--- config.mk ---
export PLATFORM = sky130hd
export DESIGN_NAME = regdump_ser
export DESIGN_NICKNAME = d
export VERILOG_FILES = /design/src/rtl/regdump_pkg.sv /design/src/rtl/regdump_mask.sv /design/src/rtl/regdump_syslist.sv /design/src/rtl/regdump_ser.sv
export SDC_FILE = /design/constraint.sdc
export NUM_CORES = 1
export LEC_CHECK = 0
export BUFFER_PORTS_ARGS = -buffer_cell sky130_fd_sc_hd__buf_2
export CAP_MARGIN = 10
export CORE_ASPECT_RATIO = 1.1
export CORE_UTILIZATION = 35
export DETAILED_ROUTE_END_ITERATION = 7
export PLACE_DENSITY = 0.61
export SLEW_MARGIN = 25
export SYNTH_ARGS = -nofsm -noshare
export SYNTH_HDL_FRONTEND = slang
export SYNTH_SLANG_ARGS = --single-unit
--- constraint.sdc ---
create_clock -name clk -period 2.9 [get_ports clk]
set_input_delay 0.58 -clock clk [delete_from_list [all_inputs] [get_ports clk]]
set_output_delay 0.58 -clock clk [all_outputs]
set_load 0.01 [all_outputs]
--- src/rtl/regdump_pkg.sv ---
package regdump_pkg;

    typedef enum logic [3:0] {
        ST_IDLE,
        ST_HDR,
        ST_P_FETCH,
        ST_P_LO,
        ST_P_HI,
        ST_S_FETCH,
        ST_S_LO,
        ST_S_HI,
        ST_FIN
    } dump_st_e;

    localparam int DEF_NUM_SYS  = 40;
    localparam int DEF_SEL_W    = 6;
    localparam int DEF_NUM_MASK = 7;

    // protected (module,index) pairs, {mod[2:0], idx[4:0]} per entry
    localparam logic [DEF_NUM_MASK*8-1:0] DEF_MASK_LIST =
        {8'hAC, 8'hA2, 8'h85, 8'h70, 8'h43, 8'h2A, 8'h0E};

    function automatic logic [DEF_NUM_SYS*DEF_SEL_W-1:0] def_sys_sel();
        logic [DEF_NUM_SYS*DEF_SEL_W-1:0] r;
        r = '0;
        for (int i = 0; i < DEF_NUM_SYS; i++) begin
            r[i*DEF_SEL_W +: DEF_SEL_W] = DEF_SEL_W'(i);
        end
        return r;
    endfunction

    function automatic logic [DEF_NUM_SYS-1:0] def_sys_wide();
        logic [DEF_NUM_SYS-1:0] r;
        for (int i = 0; i < DEF_NUM_SYS; i++) begin
            r[i] = ((i % 5) < 3);
        end
        return r;
    endfunction

endpackage

--- src/rtl/regdump_mask.sv ---
module regdump_mask #(
    parameter int MOD_W    = 3,
    parameter int IDX_W    = 5,
    parameter int NUM_MASK = 7,
    parameter logic [NUM_MASK*(MOD_W+IDX_W)-1:0] MASK_LIST = '0
) (
    input  logic [MOD_W-1:0] mod_i,
    input  logic [IDX_W-1:0] idx_i,
    output logic             hit_o
);
    localparam int ADDR_W = MOD_W + IDX_W;

    logic [NUM_MASK-1:0] match;

    genvar g;
    generate
        for (g = 0; g < NUM_MASK; g++) begin : g_cmp
            assign match[g] = (MASK_LIST[g*ADDR_W +: ADDR_W] == {mod_i, idx_i});
        end
    endgenerate

    assign hit_o = |match;
endmodule

--- src/rtl/regdump_syslist.sv ---
module regdump_syslist #(
    parameter int NUM_SYS = 40,
    parameter int SEL_W   = 6,
    parameter int SK_W    = 6,
    parameter logic [NUM_SYS*SEL_W-1:0] SEL_LIST  = '0,
    parameter logic [NUM_SYS-1:0]       WIDE_LIST = '0
) (
    input  logic [SK_W-1:0]  sk_i,
    output logic [SEL_W-1:0] sel_o,
    output logic             wide_o
);
    logic [SEL_W-1:0] sel_arr  [NUM_SYS];
    logic             wide_arr [NUM_SYS];

    genvar g;
    generate
        for (g = 0; g < NUM_SYS; g++) begin : g_ent
            assign sel_arr[g]  = SEL_LIST[g*SEL_W +: SEL_W];
            assign wide_arr[g] = WIDE_LIST[g];
        end
    endgenerate

    always_comb begin
        sel_o  = '0;
        wide_o = 1'b0;
        for (int i = 0; i < NUM_SYS; i++) begin
            if (sk_i == SK_W'(i)) begin
                sel_o  = sel_arr[i];
                wide_o = wide_arr[i];
            end
        end
    end
endmodule

--- src/rtl/regdump_ser.sv ---
module regdump_ser
    import regdump_pkg::*;
#(
    parameter int MOD_W    = 3,
    parameter int IDX_W    = 5,
    parameter int LAST_MOD = 5,
    parameter int LAST_IDX = 13,
    parameter int NUM_MASK = DEF_NUM_MASK,
    parameter logic [NUM_MASK*(MOD_W+IDX_W)-1:0] MASK_LIST = DEF_MASK_LIST,
    parameter int NUM_SYS  = DEF_NUM_SYS,
    parameter int SEL_W    = DEF_SEL_W,
    parameter logic [NUM_SYS*SEL_W-1:0] SYS_SEL_LIST  = def_sys_sel(),
    parameter logic [NUM_SYS-1:0]       SYS_WIDE_LIST = def_sys_wide()
) (
    input  logic             clk,
    input  logic             rst_n,
    input  logic             start,
    output logic             busy,
    output logic             done,
    output logic [MOD_W-1:0] pr_mod,
    output logic [IDX_W-1:0] pr_idx,
    output logic             pr_rd,
    input  logic [15:0]      pr_data,
    input  logic             pr_wide,
    input  logic             pr_impl,
    output logic [SEL_W-1:0] sys_sel,
    input  logic [15:0]      sys_data,
    output logic             out_valid,
    input  logic             out_ready,
    output logic [7:0]       out_data
);
    localparam int NUM_PERI = LAST_MOD * (2 ** IDX_W) + LAST_IDX + 1;
    localparam logic [7:0] HDR_BYTE = 8'(NUM_PERI);
    localparam int SK_W = (NUM_SYS > 1) ? $clog2(NUM_SYS) : 1;
    localparam logic [MOD_W-1:0] MOD_END = MOD_W'(LAST_MOD);
    localparam logic [IDX_W-1:0] IDX_END = IDX_W'(LAST_IDX);
    localparam logic [IDX_W-1:0] IDX_TOP = '1;
    localparam logic [SK_W-1:0]  SK_END  = SK_W'(NUM_SYS - 1);

    typedef struct packed {
        dump_st_e         st;
        logic [MOD_W-1:0] mod;
        logic [IDX_W-1:0] idx;
        logic [SK_W-1:0]  sk;
        logic [15:0]      hold;
    } dump_regs_t;

    dump_regs_t r_d, r_q;

    logic mask_hit;
    logic sys_wide;
    logic rd_ok;
    logic last_peri;
    logic last_sys;

    regdump_mask #(
        .MOD_W     (MOD_W),
        .IDX_W     (IDX_W),
        .NUM_MASK  (NUM_MASK),
        .MASK_LIST (MASK_LIST)
    ) u_mask (
        .mod_i (r_q.mod),
        .idx_i (r_q.idx),
        .hit_o (mask_hit)
    );

    regdump_syslist #(
        .NUM_SYS   (NUM_SYS),
        .SEL_W     (SEL_W),
        .SK_W      (SK_W),
        .SEL_LIST  (SYS_SEL_LIST),
        .WIDE_LIST (SYS_WIDE_LIST)
    ) u_sys (
        .sk_i   (r_q.sk),
        .sel_o  (sys_sel),
        .wide_o (sys_wide)
    );

    assign pr_mod    = r_q.mod;
    assign pr_idx    = r_q.idx;
    assign busy      = (r_q.st != ST_IDLE);
    assign rd_ok     = pr_impl && !mask_hit;
    assign last_peri = (r_q.mod == MOD_END) && (r_q.idx == IDX_END);
    assign last_sys  = (r_q.sk == SK_END);

    always_comb begin
        r_d       = r_q;
        done      = 1'b0;
        pr_rd     = 1'b0;
        out_valid = 1'b0;
        out_data  = 8'h00;
        unique case (r_q.st)
            ST_IDLE: begin
                if (start) begin
                    r_d.st  = ST_HDR;
                    r_d.mod = '0;
                    r_d.idx = '0;
                    r_d.sk  = '0;
                end
            end
            ST_HDR: begin
                out_valid = 1'b1;
                out_data  = HDR_BYTE;
                if (out_ready) r_d.st = ST_P_FETCH;
            end
            ST_P_FETCH: begin
                pr_rd = rd_ok;
                if (!rd_ok)       r_d.hold = 16'h0000;
                else if (pr_wide) r_d.hold = pr_data;
                else              r_d.hold = {8'h00, pr_data[7:0]};
                r_d.st = ST_P_LO;
            end
            ST_P_LO: begin
                out_valid = 1'b1;
                out_data  = r_q.hold[7:0];
                if (out_ready) r_d.st = ST_P_HI;
            end
            ST_P_HI: begin
                out_valid = 1'b1;
                out_data  = r_q.hold[15:8];
                if (out_ready) begin
                    if (last_peri) begin
                        r_d.st = ST_S_FETCH;
                        r_d.sk = '0;
                    end else begin
                        r_d.st  = ST_P_FETCH;
                        r_d.idx = r_q.idx + 1'b1;
                        if (r_q.idx == IDX_TOP) r_d.mod = r_q.mod + 1'b1;
                    end
                end
            end
            ST_S_FETCH: begin
                r_d.hold = sys_wide ? sys_data : {8'h00, sys_data[7:0]};
                r_d.st   = ST_S_LO;
            end
            ST_S_LO: begin
                out_valid = 1'b1;
                out_data  = r_q.hold[7:0];
                if (out_ready) begin
                    if (sys_wide) begin
                        r_d.st = ST_S_HI;
                    end else if (last_sys) begin
                        r_d.st = ST_FIN;
                    end else begin
                        r_d.st = ST_S_FETCH;
                        r_d.sk = r_q.sk + 1'b1;
                    end
                end
            end
            ST_S_HI: begin
                out_valid = 1'b1;
                out_data  = r_q.hold[15:8];
                if (out_ready) begin
                    if (last_sys) begin
                        r_d.st = ST_FIN;
                    end else begin
                        r_d.st = ST_S_FETCH;
                        r_d.sk = r_q.sk + 1'b1;
                    end
                end
            end
            ST_FIN: begin
                done   = 1'b1;
                r_d.st = ST_IDLE;
            end
            default: r_d.st = ST_IDLE;
        endcase
    end

    always_ff @(posedge clk or negedge rst_n) begin
        if (!rst_n) begin
            r_q.st   <= ST_IDLE;
            r_q.mod  <= '0;
            r_q.idx  <= '0;
            r_q.sk   <= '0;
            r_q.hold <= '0;
        end else begin
            r_q <= r_d;
        end
    end
endmodule

# After elaboration in Yosys (flattened, before gate mapping)

Index checks and enable logic that the tools add are counted.
Widths: inputs -> output; s select.

Equal/unequal tests: 67
Reduce and logical (&&, ||, !) cells: 17
Add/sub/neg operators: 3
Muxes and demuxes: 106

Operators by type and width:

| cell               | count |
|---|---|
| $eq 6x5->1 const B | 16 |
| $mux 5             | 16 |
| $mux 6             | 13 |
| $mux 4             | 14 |
| $eq 6x4->1 const B | 8 |
| $eq 6x6->1 const B | 8 |
| $mux 16            | 3 |
| $mux 1             | 44 |
| $mux 18            | 2 |
| $pmux 16 s2        | 1 |
| $pmux 4 s8         | 1 |
| $eq 6x3->1 const B | 4 |
| $eq 8x8->1 const A | 3 |
| $pmux 6 s4         | 1 |
| $pmux 8 s3         | 1 |
| $ne 2x2->1 const B | 10 |
| $mux 3             | 6 |
| $eq 4x3->1 const B | 4 |
| $eq 7x8->1 const A | 2 |
| $pmux 8 s2         | 1 |
| $eq 6x2->1 const B | 2 |
| $eq 4x2->1 const B | 2 |
| $eq 4x8->1 const A | 1 |
| $eq 6x8->1 const A | 1 |
| 24 further kinds   | 29 |

Output and inout port bits: 26
Bits of input ports: 38
Logic and storage cells: 198
Register bits after elaboration: 34

# Longest topological paths before layout

Gate-level depths: netlist (run 1).

Depth in word-level cells: 44
Mapped depth: 10
Mapped depth without buffers: 9

# Hierarchy

A second synthesis (run 1) with hierarchy kept.

Cell total of the unflattened synthesis: 291
Area total of the unflattened synthesis: 2441.1 µm²

Modules (own cells, without submodules):

| module          | cells each | area an instance (µm²) | instances |
|---|---|---|---|
| regdump_ser     | 253        | 2193.4                 | 1 |
| regdump_syslist | 20         | 136.4                  | 1 |
| regdump_mask    | 18         | 111.4                  | 1 |

# Least setup slack after synthesis (run 1)

OpenSTA, ideal clock, no wires.

Path kind: reg-to-reg
From: register r_q[16] (netlist name)
To: register r_q[18] (netlist name)
Buffers on the path: 1
Path slack: 467 ps
Arrival: 2307 ps
Library setup time: 126 ps
Required time: 2774 ps
Cell stages (with the launch flop): 11
Path through: dfrtp_1 > inv_1 > ha_1 > clkbuf_1 > nor2_1 > or3_1 > a311oi_2 > a211oi_1 > nor2_4 > nand2_4 > a221o_1

Word-level cells in the longest chain between the ends: 43

Ends and longest elaborated chain:

| what                       | RTL line              | source |
|---|---|---|
| start: declaration         | regdump_ser.sv:48     | `dump_regs_t r_d, r_q;` |
| start signal: assignment   | regdump_ser.sv:178    | `r_q <= r_d;` |
| $logic_not 6->1            | regdump_syslist.sv:27 | `if (sk_i == SK_W'(i)) begin` |
| $mux 1 (40 in series)      | regdump_syslist.sv:27 |  |
| $ne 2x2->1 (no line)       | n/a                   |  |
| $reduce_and 7->1 (no line) | n/a                   |  |

Parallel ways exist; a longest one is shown, timed or not. The select of a mux whose other input is x is not followed.
A chain may end at the register's enable or synchronous reset.

# Worst setup path in the final report (run 1)

From: register r_q (netlist bit pr_idx[0])
To: output pr_rd

Word-level cells in the longest chain between the ends: 5

Ends and longest elaborated chain:

| what                               | RTL line           | source |
|---|---|---|
| $eq 4x8->1 (tied with other cells) | regdump_mask.sv:18 | `assign match[g] = (MASK_LIST[g*ADDR_W +: ADDR_W] == {mod_i, idx_i});` |
| $reduce_or 7->1 (*)                | regdump_mask.sv:22 | `assign hit_o = \|match;` |
| $logic_not 1->1 (*)                | regdump_ser.sv:82  | `assign rd_ok = pr_impl && !mask_hit;` |
| $logic_and 1x1->1 (*)              | regdump_ser.sv:82  |  |
| $mux 1 (*)                         | regdump_ser.sv:92  | `unique case (r_q.st)` |
| end: declaration                   | regdump_ser.sv:22  | `output logic pr_rd,` |

Every way passes the cells marked *; elsewhere a longest branch is shown, timed or not.

==> insert_results.sql, run 1 <==
INSERT INTO impl_metrics (metric_group, metric, value, unit) VALUES
('worst_setup_path', 'length_in_cells_of_the_worst_reg_to_reg_path', '9', ''),
('synth', 'synth.ff_latch_count', '34', ''),
('placed_design', 'placed_area', '0.00310', 'mm^2'),
('synth', 'post_synth_instance_area', '0.00273', 'mm^2'),
('synth', 'post_synth_main_area_contributors', 'dfrtp_1 (31%), a221o_1 (6.6%), ha_1 (5.0%)', ''),
('synth', 'synthDominantCellAreaShare', '0.312', ''),
('timing', 'timing.final.crit_share', '0.945', ''),
('timing', 'layout_skew', '5.90', 'ps'),
('synth', 'synth-edff-count', '0', ''),
('synth', 'synth-main-ff-cell', 'dfrtp_1', ''),
('power_and_ir_drop', 'peakVddDrop', '0.464', 'mV'),
('synth', 'post_synth_most_frequent_cells', 'dfrtp_1 (34), nor2_1 (28), nand2_1 (22), nor2b_1 (22), o21ai_0 (19)', ''),
('worst_setup_path', 'critical_path.startpoint', 'pr_idx[0]', ''),
('global_routing', 'globalRouteMet1Util', '0.249', ''),
('floorplanning', 'die_area', '0.00816', 'mm^2'),
('global_routing', 'number_of_global_route_vias_before_repair', '2534', ''),
('worst_setup_path', 'regToRegStartpoint', 'r_q[16]', ''),
('global_routing', 'number_of_antenna_violations_at_the_first_check_in_global_routing', '0', ''),
('clock_network', 'htreeDepth', '2', ''),
('timing', 'setup_total_negative_slack', '0', 'ps'),
('placed_design', 'pre_cts_slack', '343', 'ps'),
('cells_and_area', 'finalInstanceArea', '0.00328', 'mm^2'),
('floorplanning', 'floorplan.initialDensity', '0.363', ''),
('global_routing', 'maximum_number_of_pins_on_one_net_before_global_route_repair', '35', ''),
('synth', 'synth.lib_cells_used.distinct', '62', ''),
('clock_network', 'ctsHoldBuffers', '0', ''),
('worst_setup_path', 'peak_per_stage_delay_on_the_critical_path', '430', 'ps'),
('clock_network', 'tritoncts', 'done', ''),
('worst_setup_path', 'critical_path_arrival', '2160', 'ps'),
('outcome', 'run_status', 'finished, final reports clean', ''),
('worst_setup_path', 'rr_endpoint', 'r_q[18]', ''),
('timing', 'fmaxAchievable', '365', 'MHz'),
('floorplanning', 'ios', '64', ''),
('synth', 'postSynthCellCount', '324', ''),
('placed_design', 'globalplace.congestion', '0.877', ''),
('global_routing', 'grt_first_pass_wirelength', '12.0', 'mm'),
('timing', 'timing.max_slew.rel_slack', '0.485', ''),
('detailed_routing', 'vias_per_cell', '5.52', ''),
('worst_setup_path', 'crit_path_max_fanout', '5', ''),
('worst_setup_path', 'capturing_element_of_the_worst_setup_path', 'pr_rd', ''),
('synth', 'synthDominantAreaCellType', 'dfrtp_1', ''),
('floorplanning', 'chipWidth', '86.2', 'um'),
('power_and_ir_drop', 'share_seq_of_total_power', '0.308', ''),
('synth', 'syn_nets', '373', ''),
('placed_design', 'place.detailed.hpwl', '5.31', 'mm'),
('job', 'max_cap_viol_count', '0', ''),
('clock_network', 'cts_root_buf', 'clkbuf_8', ''),
('detailed_routing', 'drc', '0', ''),
('synth', 'ys_seq_area_frac', '0.312', ''),
('detailed_routing', 'post_drt_wl_per_cell', '14.8', 'um'),
('floorplanning', 'floorplan.core_area', '0.00751', 'mm^2'),
('timing', 'slew_viol_final', '0', ''),
('timing', 'hold_viol', '0', ''),
('worst_setup_path', 'critical_path_required', '2320', 'ps'),
('worst_setup_path', 'worstPathCellList', 'buf_4, ha_2, nor3b_2, a31oi_1, or4b_4, o311ai_4, nor4_4, buf_2', ''),
('power_and_ir_drop', 'intPower', '1.50', 'mW'),
('clock_network', 'clock_sink_count', '34', ''),
('power_and_ir_drop', 'power_leakage', '1.50', 'nW'),
('timing', 'post-route-worst-setup-slack', '160', 'ps'),
('power_and_ir_drop', 'pwr_density_cell', '834', 'mW/mm^2'),
('timing', 'tightest_slew', '772', 'ps'),
('global_routing', 'grtUsageTotal', '0.184', ''),
('global_routing', 'gr-usage-met2', '0.302', ''),
('power_and_ir_drop', 'p_clk_frac', '0.134', ''),
('power_and_ir_drop', 'power.combinational.fraction', '0.558', ''),
('detailed_routing', 'total_vias_in_the_final_route', '2679', ''),
('global_routing', 'global_route.overflow_total', '0', ''),
('detailed_routing', 'number_of_nets_still_failing_antenna_checks_after_routing', '0', ''),
('detailed_routing', 'drt_pre_antenna_iters', '5', ''),
('detailed_routing', 'route.final.wire_length', '7.17', 'mm'),
('global_routing', 'met3_usage', '0.0262', '');
==> routing by layer <==
| layer | vias up | wire length (um) |
|---|---|---|
| met3 | 9 | 348 |
| met4 | 0 | 90 |
| met5 | - | 0 |
| li1 | 1302 | - |
| met1 | 1292 | 3280 |
| met2 | 76 | 3450 |
==> registers in the layout, indices dropped and copies added, names as in the netlist <==
register / flops
pr_idx: 5
pr_mod: 3
r_q: 26
==> through the flow <==
stage | total power, mW | hold slack, ps | util | std cells
after CTS | 2.70 | 395 | 0.425 | 481
after global routing | 2.97 | 440 | 0.436 | 485
after floorplan | 1.88 | 284 | - | 324
final | 2.73 | 362 | 0.436 | 485
after global placement | 2.29 | 546 | 0.413 | 473
after detailed placement | 2.32 | 559 | 0.413 | 473
==> critical path, delay by kind of cell, from the launching register on <==
kind,cells,cell delay [ps]
AOI/OAI and AO/OA,2,270
adders and majority gates,1,190
buffers and inverters,2,330
DFF,1,430
and+or+nand+nor,3,660
==> power groups by stage <==
stage	sequential (mW)	clock, mW	combinational [mW]
after global placement	0.837	0	1.45
after detailed placement	0.841	0	1.48
final	0.841	0.366	1.53
after global routing	0.863	0.396	1.71
after CTS	0.834	0.379	1.49
after floorplan	0.718	0	1.17
==> layout by cell type, fill, tap and decap left out, types with 2 or more instances in the layout <==
master and instances:
nor3b_2 2, nand4_1 3, nand2b_1 8, a32oi_1 3, nand2_1 22, nor3_1 13
inv_1 7, nand3b_1 2, nor2b_1 22, a211oi_1 3, a21oi_1 11, xor2_1 2
and3_1 3, mux2i_1 6, a211o_1 3, buf_2 63, buf_4 15, nand3_1 15
o32ai_1 2, and2_1 3, ha_1 9, nor2_1 28, or3_1 4, o21ai_0 19
a221o_1 18, o31ai_1 2, ha_2 2, clkbuf_8 6, a31oi_1 3, a21o_1 2
a22o_1 3, nor4b_1 2, nor3b_1 4, mux2_2 3, nor4_1 4, dfrtp_1 33
==> cell families (layout without fill, tap and decap cells) <==
family                     count (synthesis)  count (layout)  synth area share
AOI/OAI and AO/OA                         82              82             0.226
xor gates and xnor gates                   3               3           0.00963
adders and majority gates                 11              11            0.0504
buffers and inverters                     38              94            0.0683
DFF                                       34              34             0.312
muxes                                     10              10            0.0385
and+or+nand+nor                          146             146             0.295
==> how the worst min path moves through the flow <==
stage                     slack (ps)  depth (start not counted)       from        end
after floorplan                  280                          0      rst_n  pr_idx[0]
after global placement           550                          2  pr_mod[1]  pr_mod[1]
after detailed placement         560                          2  pr_mod[1]  pr_mod[1]
after CTS                        390                          1      rst_n     r_q[2]
after global routing             440                          1      rst_n     r_q[2]
final                            360                          1      rst_n     r_q[2]
==> repair_timing <==
item / in CTS / in global routing
endpoints found under the setup margin: 0 / 1
resized for setup: 0 / 12
buffers inserted: 0 / 4
==> layout make-up <==
class                           count  area, um^2
Clock buffer                        7        86.3
Clock inverter                      1        5.00
Fill cell                         802        4240
Inverter                            8        30.0
Multi-Input combinational cell    252        1750
Sequential cell                    34         852
Tap cell                          105         131
Timing Repair Buffer               78         428
Note: power is estimated with default switching activity, not from simulation.
==> run 2: changes to the inputs <==
- PLACE_DENSITY: 0.61 -> 0.65
- clock period: 2.9 -> 2.6 ns (I/O delays scaled with it)
==> insert_results.sql, run 2 (synthesized netlist as in run 1, its figures left out) <==
INSERT INTO impl_metrics (metric_group, metric, value, unit) VALUES
('floorplanning', 'fp.dieH', '94.6', 'um'),
('floorplanning', 'floorplan.core_area', '0.00751', 'mm^2'),
('cells_and_area', 'fill_cells', '747', ''),
('clock_network', 'cts_buffers', '5', ''),
('timing', 'fmaxAchievable', '395', 'MHz'),
('cells_and_area', 'multi_input_comb_area', '0.00179', 'mm^2'),
('cells_and_area', 'antenna-diode-count', '0', ''),
('global_routing', 'grtUsageTotal', '0.186', ''),
('power_and_ir_drop', 'post-layout-total-power', '3.17', 'mW'),
('detailed_routing', 'vias_per_cell', '5.54', ''),
('worst_setup_path', 'timing.critical_path.to_type', 'register', ''),
('floorplanning', 'die_area', '0.00816', 'mm^2'),
('placed_design', 'place.detailed.hpwl', '5.40', 'mm'),
('cells_and_area', 'layout.core_utilization', '0.450', ''),
('global_routing', 'global_route.overflow_total', '0', ''),
('placed_design', 'globalplace.congestion', '0.881', ''),
('timing', 'slew_viol_final', '0', ''),
('cells_and_area', 'layout_common_cells', 'buf_2 (63), dfrtp_1 (32), nor2_1 (28)', ''),
('worst_setup_path', 'standard_cell_with_the_maximum_stage_delay_on_the_critical_path', 'dfrtp_1', ''),
('clock_network', 'cts.reportedPaths.clkPinSlew', '70', 'ps'),
('timing', 'finalCriticalPeriod', '2530', 'ps'),
('cells_and_area', 'final_common_cell', 'buf_2', ''),
('clock_network', 'clock_sink_count', '34', ''),
('placed_design', 'port_buffer_cells', '63', ''),
('clock_network', 'tritoncts', 'done', ''),
('cells_and_area', 'drive_gt1_frac', '0.320', ''),
('worst_setup_path', 'worst-r2r-setup-slack', '70', 'ps'),
('placed_design', 'pre_cts_slack', '116', 'ps'),
('power_and_ir_drop', 'pwr_density_cell', '937', 'mW/mm^2'),
('cells_and_area', 'registers.top_by_ff_count', 'r_q', ''),
('worst_setup_path', 'critical_path_required', '2770', 'ps'),
('floorplanning', 'ios', '64', ''),
('detailed_routing', 'dr.first_iter.drc_count', '158', ''),
('detailed_routing', 'drt_pre_antenna_iters', '4', ''),
('timing', 'tightest_slew', '798', 'ps'),
('timing', 'timing.max_slew.rel_slack', '0.468', ''),
('worst_setup_path', 'rr_endpoint', 'r_q[14]', ''),
('timing', 'hold_viol', '0', ''),
('power_and_ir_drop', 'peakVddDrop', '0.572', 'mV'),
('worst_setup_path', 'crit_path_max_fanout', '8', ''),
('worst_setup_path', 'capturing_element_of_the_worst_setup_path', 'r_q[14]', ''),
('detailed_routing', 'total_vias_in_the_final_route', '2730', ''),
('global_routing', 'grt_first_pass_wirelength', '12.2', 'mm'),
('worst_setup_path', 'worstPathCellList', 'inv_1, ha_1, nor2_1, or3_1, a311oi_2, a21oi_1, o21ai_2, a21oi_2, a221o_1', ''),
('cells_and_area', 'synthToLayoutAreaGrowth', '23.9', '%'),
('clock_network', 'cts_root_buf', 'clkbuf_8', ''),
('clock_network', 'clk-insertion-delay-late', '280', 'ps'),
('job', 'max_cap_viol_count', '0', ''),
('cells_and_area', 'largest_register_ffs', '26', ''),
('timing', 'finalSetupViolations', '0', ''),
('detailed_routing', 'drc', '0', ''),
('global_routing', 'number_of_global_route_vias_before_repair', '2567', ''),
('floorplanning', 'floorplan.initialDensity', '0.363', ''),
('worst_setup_path', 'worstPathBufferInverterCount', '1', ''),
('timing', 'rsz0062_at_grt', 'true', ''),
('worst_setup_path', 'setup_crit_path_kind', 'register to register', ''),
('global_routing', 'maximum_number_of_pins_on_one_net_before_global_route_repair', '35', ''),
('detailed_routing', 'route.final.wire_length', '7.44', 'mm'),
('global_routing', 'number_of_antenna_violations_at_the_first_check_in_global_routing', '0', ''),
('worst_setup_path', 'critical_path.top_delay_family', 'compound AO/OA/AOI/OAI gates', ''),
('cells_and_area', 'layout.area.seq', '853', 'um^2'),
('cells_and_area', 'final_nets', '436', ''),
('worst_hold_path', 'hold_path.class', 'input port to async pin', ''),
('detailed_routing', 'number_of_nets_still_failing_antenna_checks_after_routing', '0', ''),
('outcome', 'run_status', 'finished, final reports clean', ''),
('worst_setup_path', 'setup.worst_path.start_class', 'register', ''),
('worst_setup_path', 'critical_path.startpoint', 'r_q[17]', ''),
('worst_setup_path', 'regToRegStartpoint', 'r_q[17]', ''),
('clock_network', 'htreeDepth', '2', ''),
('worst_setup_path', 'critical_path_arrival', '2700', 'ps'),
('worst_setup_path', 'peak_per_stage_delay_on_the_critical_path', '420', 'ps'),
('detailed_routing', 'post_drt_wl_per_cell', '15.1', 'um'),
('floorplanning', 'chipWidth', '86.2', 'um'),
('timing', 'post-route-worst-setup-slack', '68.5', 'ps'),
('timing', 'timing.final.crit_share', '0.974', ''),
('floorplanning', 'rows', '33', ''),
('timing', 'layout_skew', '3.91', 'ps'),
('worst_setup_path', 'path_depth', '9', ''),
('power_and_ir_drop', 'power_leakage', '1.54', 'nW'),
('clock_network', 'cts_buffer_depth', '2', ''),
('timing', 'hold_ws', '319', 'ps'),
('worst_setup_path', 'length_in_cells_of_the_worst_reg_to_reg_path', '9', '');
run 2: power breakdown:
part	internal, mW	switching, mW	total (mW)
clock network	0.214	0.202	0.416
logic	0.831	1.02	1.86
registers	0.694	0.204	0.898
run 2: how the worst min path moves through the flow:
stage / endpoint / slack (ps) / depth (start not counted)
3_5_place_dp: pr_mod[1] / 560 / 2
3_3_place_gp: pr_mod[1] / 570 / 2
5_1_grt: r_q[14] / 360 / 1
2_1_floorplan: pr_idx[0] / 220 / 0
4_1_cts: r_q[15] / 340 / 1
6_report: r_q[15] / 320 / 1
run 2: cell type report:
cell class              count  area share
clock buffers               7      0.0255
clock inverters             1     0.00148
inverters                   8     0.00888
multi-input cells         252       0.529
flip-flops and latches     34       0.252
well taps                 105      0.0388
repair buffers             86       0.144
run 2: worst reg2reg max path, stage by stage (launching register included):
cell and delay [ps]:
dfrtp_1 420, inv_1 110, ha_1 330, nor2_1 70, or3_1 330, a311oi_2 340
a21oi_1 100, o21ai_2 170, a21oi_2 140, a221o_1 390
run 2: what timing repair did:
item                       4_1_cts  5_1_grt
hold endpoints to repair         0        0
pin swaps                        5        5
hold buffers                     0        0
gates resized for setup         13        9
setup endpoints to repair        1       15
setup buffers                    3        1
run 2: metrics by stage:
step | instance area, um^2 | TNS (ps) | cells
floorplan | 2730 | 0 | 324
global placement | 3160 | 0 | 481
detailed placement | 3160 | 0 | 481
CTS | 3320 | -49.3 | 492
global route | 3380 | -271 | 493
finish | 3380 | 0 | 493
run 2: routing by layer:
| metal | track usage | wire, um |
|---|---|---|
| met1 | 0.243 | 3340 |
| met2 | 0.325 | 3670 |
| met3 | 0.0280 | 364 |
| met4 | 0.0333 | 71 |
| met5 | 0 | 0 |
==> run 3: changes to the inputs <==
--- a/config.mk
+++ b/config.mk
@@ -12,3 +12,4 @@
 export DETAILED_ROUTE_END_ITERATION = 7
-export PLACE_DENSITY = 0.65
+export HOLD_SLACK_MARGIN = 0.02
+export PLACE_DENSITY = 0.66
 export SLEW_MARGIN = 25
@@ -16,2 +17,3 @@
 export SYNTH_HDL_FRONTEND = slang
+export SYNTH_HIERARCHICAL = 1
 export SYNTH_SLANG_ARGS = --single-unit
--- a/constraint.sdc
+++ b/constraint.sdc
@@ -3,2 +3,2 @@
 set_output_delay 0.52 -clock clk [all_outputs]
-set_load 0.01 [all_outputs]
+set_load 0.005 [all_outputs]
==> insert_results.sql, run 3 <==
INSERT INTO impl_metrics (metric_group, metric, value, unit) VALUES
('clock_network', 'cts_buffers', '5', ''),
('cells_and_area', 'drive_gt1_frac', '0.278', ''),
('cells_and_area', 'antenna-diode-count', '0', ''),
('detailed_routing', 'number_of_nets_still_failing_antenna_checks_after_routing', '0', ''),
('worst_setup_path', 'critical_path_required', '2080', 'ps'),
('timing', 'rsz0062_at_grt', 'false', ''),
('timing', 'hold_ws', '311', 'ps'),
('synth', 'top_count_cell_post_synth', 'nand2_1', ''),
('clock_network', 'ctsHoldBuffers', '0', ''),
('timing', 'timing.final.crit_share', '0.943', ''),
('timing', 'fmaxAchievable', '408', 'MHz'),
('timing', 'hold_viol', '0', ''),
('detailed_routing', 'vias_per_cell', '5.58', ''),
('placed_design', 'port_buffer_cells', '63', ''),
('cells_and_area', 'largest_register_ffs', '26', ''),
('cells_and_area', 'layout_common_cells', 'buf_2 (63), nand2_1 (35), dfrtp_1 (34)', ''),
('worst_setup_path', 'worst-r2r-setup-slack', '200', 'ps'),
('power_and_ir_drop', 'power.net_switching', '1.24', 'mW'),
('clock_network', 'cts_buffer_depth', '2', ''),
('clock_network', 'cts_root_buf', 'clkbuf_8', ''),
('job', 'max_cap_viol_count', '0', ''),
('synth', 'post_synth_instance_area', '0.00244', 'mm^2'),
('synth', 'synth-edff-count', '0', ''),
('synth', 'synth.ff_latch_count', '34', ''),
('worst_setup_path', 'timing.critical_path.to_type', 'output port', ''),
('worst_setup_path', 'peak_per_stage_delay_on_the_critical_path', '550', 'ps'),
('floorplanning', 'die_area', '0.00731', 'mm^2'),
('cells_and_area', 'final_nets', '392', ''),
('clock_network', 'tritoncts', 'done', ''),
('synth', 'synth.lib_cells_used.distinct', '56', ''),
('power_and_ir_drop', 'p_clk_frac', '0.144', ''),
('global_routing', 'number_of_global_route_vias_before_repair', '2311', ''),
('synth', 'synthesis.area_per_instance', '8.39', 'um^2'),
('power_and_ir_drop', 'intPower', '1.64', 'mW'),
('synth', 'synth-main-ff-cell', 'dfrtp_1', ''),
('placed_design', 'globalplace.congestion', '0.812', ''),
('floorplanning', 'floorplan.core_area', '0.00667', 'mm^2'),
('synth', 'ys_seq_area_frac', '0.349', ''),
('worst_setup_path', 'setup.worst_path.start_class', 'register', ''),
('synth', 'yosysWarnings', '6', ''),
('clock_network', 'clock_sink_count', '34', ''),
('worst_setup_path', 'standard_cell_with_the_maximum_stage_delay_on_the_critical_path', 'or4b_1', ''),
('global_routing', 'number_of_antenna_violations_at_the_first_check_in_global_routing', '0', ''),
('worst_setup_path', 'worstPathBufferInverterCount', '1', ''),
('power_and_ir_drop', 'post-layout-total-power', '2.88', 'mW'),
('floorplanning', 'chipWidth', '81.6', 'um'),
('worst_hold_path', 'hold_path.class', 'input port to async pin', ''),
('power_and_ir_drop', 'peakVddDrop', '0.574', 'mV'),
('power_and_ir_drop', 'share_seq_of_total_power', '0.331', ''),
('detailed_routing', 'dr.first_iter.drc_count', '168', ''),
('power_and_ir_drop', 'switching_share', '0.431', ''),
('cells_and_area', 'synthToLayoutAreaGrowth', '19.0', '%'),
('timing', 'finalCriticalPeriod', '2450', 'ps'),
('timing', 'tightest_slew', '793', 'ps'),
('worst_setup_path', 'worstPathCellList', 'or4b_1, o221ai_1, nor2b_2, and2_1, buf_2', ''),
('power_and_ir_drop', 'pwr_density_cell', '990', 'mW/mm^2'),
('detailed_routing', 'drt_pre_antenna_iters', '4', ''),
('cells_and_area', 'layout.core_utilization', '0.435', ''),
('synth', 'syn_nets', '335', ''),
('worst_setup_path', 'critical_path.top_delay_family', 'simple AND/OR/NAND/NOR gates', ''),
('global_routing', 'global_route.overflow_total', '0', ''),
('timing', 'finalSetupViolations', '0', ''),
('cells_and_area', 'registers.top_by_ff_count', 'r_q', ''),
('floorplanning', 'fp.dieH', '89.6', 'um'),
('global_routing', 'grt_first_pass_wirelength', '10.8', 'mm'),
('global_routing', 'grtUsageTotal', '0.188', ''),
('timing', 'setup_total_negative_slack', '0', 'ps'),
('detailed_routing', 'total_vias_in_the_final_route', '2404', ''),
('floorplanning', 'floorplan.initialDensity', '0.366', ''),
('worst_setup_path', 'crit_path_max_fanout', '9', ''),
('floorplanning', 'rows', '31', ''),
('synth', 'synthDominantAreaCellType', 'dfrtp_1', ''),
('cells_and_area', 'final_common_cell', 'buf_2', ''),
('power_and_ir_drop', 'power.combinational.fraction', '0.524', ''),
('power_and_ir_drop', 'power_leakage', '1.35', 'nW'),
('timing', 'timing.max_slew.rel_slack', '0.471', ''),
('global_routing', 'maximum_number_of_pins_on_one_net_before_global_route_repair', '35', ''),
('synth', 'post_synth_main_area_contributors', 'dfrtp_1 (35%), a21oi_1 (5.9%), nand2_1 (5.4%)', ''),
('clock_network', 'cts.reportedPaths.clkPinSlew', '70', 'ps'),
('timing', 'slew_viol_final', '0', ''),
('synth', 'postSynthCellCount', '291', ''),
('synth', 'synth_async_sr_flop_share', '1.00', ''),
('floorplanning', 'ios', '64', ''),
('worst_setup_path', 'setup_crit_path_kind', 'register to output port', ''),
('worst_setup_path', 'critical_path_arrival', '1930', 'ps'),
('detailed_routing', 'post_drt_wl_per_cell', '14.4', 'um'),
('placed_design', 'place.detailed.hpwl', '4.49', 'mm'),
('clock_network', 'htreeDepth', '2', ''),
('detailed_routing', 'drc', '0', ''),
('clock_network', 'clk-insertion-delay-late', '290', 'ps'),
('timing', 'layout_skew', '5.67', 'ps'),
('synth', 'synthDominantCellAreaShare', '0.349', ''),
('outcome', 'run_status', 'finished, final reports clean', ''),
('detailed_routing', 'route.final.wire_length', '6.22', 'mm'),
('synth', 'post_synth_most_frequent_cells', 'nand2_1 (35), dfrtp_1 (34), a21oi_1 (29), o21ai_0 (15), nor2_1 (14)', '');
run 3: power by group through the flow:
stage          registers (mW)  clock network, mW  logic, mW
4_1_cts                 0.951              0.424       1.52
3_5_place_dp            0.962                  0       1.51
3_3_place_gp            0.949                  0       1.48
5_1_grt                 0.981              0.446       1.73
2_1_floorplan           0.870                  0       1.12
6_report                0.953              0.415       1.51
run 3: kinds of logic after synthesis:
family | count (synthesis) | share of synthesized area
fa+ha+maj | 6 | 0.0308
xor+xnor | 1 | 0.00359
simple gates | 119 | 0.279
compound gates | 101 | 0.275
flops | 34 | 0.349
buf+inv | 30 | 0.0630
run 3: metal layers:
layer	up-vias	global-route usage	routed length [um]
met5	-	0	0
met3	6	0.0384	355
met4	0	0.0463	66
met2	79	0.317	2950
li1	1184	-	-
met1	1135	0.246	2840
run 3: cell type report:
cell class	instances	area, um^2
fill	682	3770
multi-input combinational	227	1440
sequential	34	851
timing repair buffer	73	390
tap	82	103
clock buffer	7	86.3
inverter	7	26.3
clock inverter	1	5.00
run 3: path summary, 6_finish.rpt:
check / start / to / cells after the start
setup reg to reg: r_q[20] / r_q[20] / 8
min in group clk: sys_data[7] / r_q[7] / 3
max in group asynchronous: rst_n / pr_idx[3] / 1
setup / recovery: pr_mod[2] / pr_rd / 5
hold / removal: rst_n / r_q[1] / 1
hold reg to reg: r_q[15] / r_q[15] / 2
run 3: worst reg2reg max path: cells and delay by family, from the launching register on:
kind            cells  cell delay (ps)
simple gates        4             1070
compound gates      4              760
flops               1              510
run 3: through the flow:
stage | instances | instance area, um^2 | worst slack (ps)
floorplan | 291 | 2440 | 251
global placement | 423 | 2810 | 317
detailed placement | 423 | 2810 | 222
CTS | 431 | 2900 | 110
global route | 431 | 2910 | 1.27
finish | 431 | 2910 | 149
run 3: repair_timing:
item,4_1_cts,5_1_grt
resized for setup,0,1
setup endpoints to repair,0,1
setup buffers,0,0
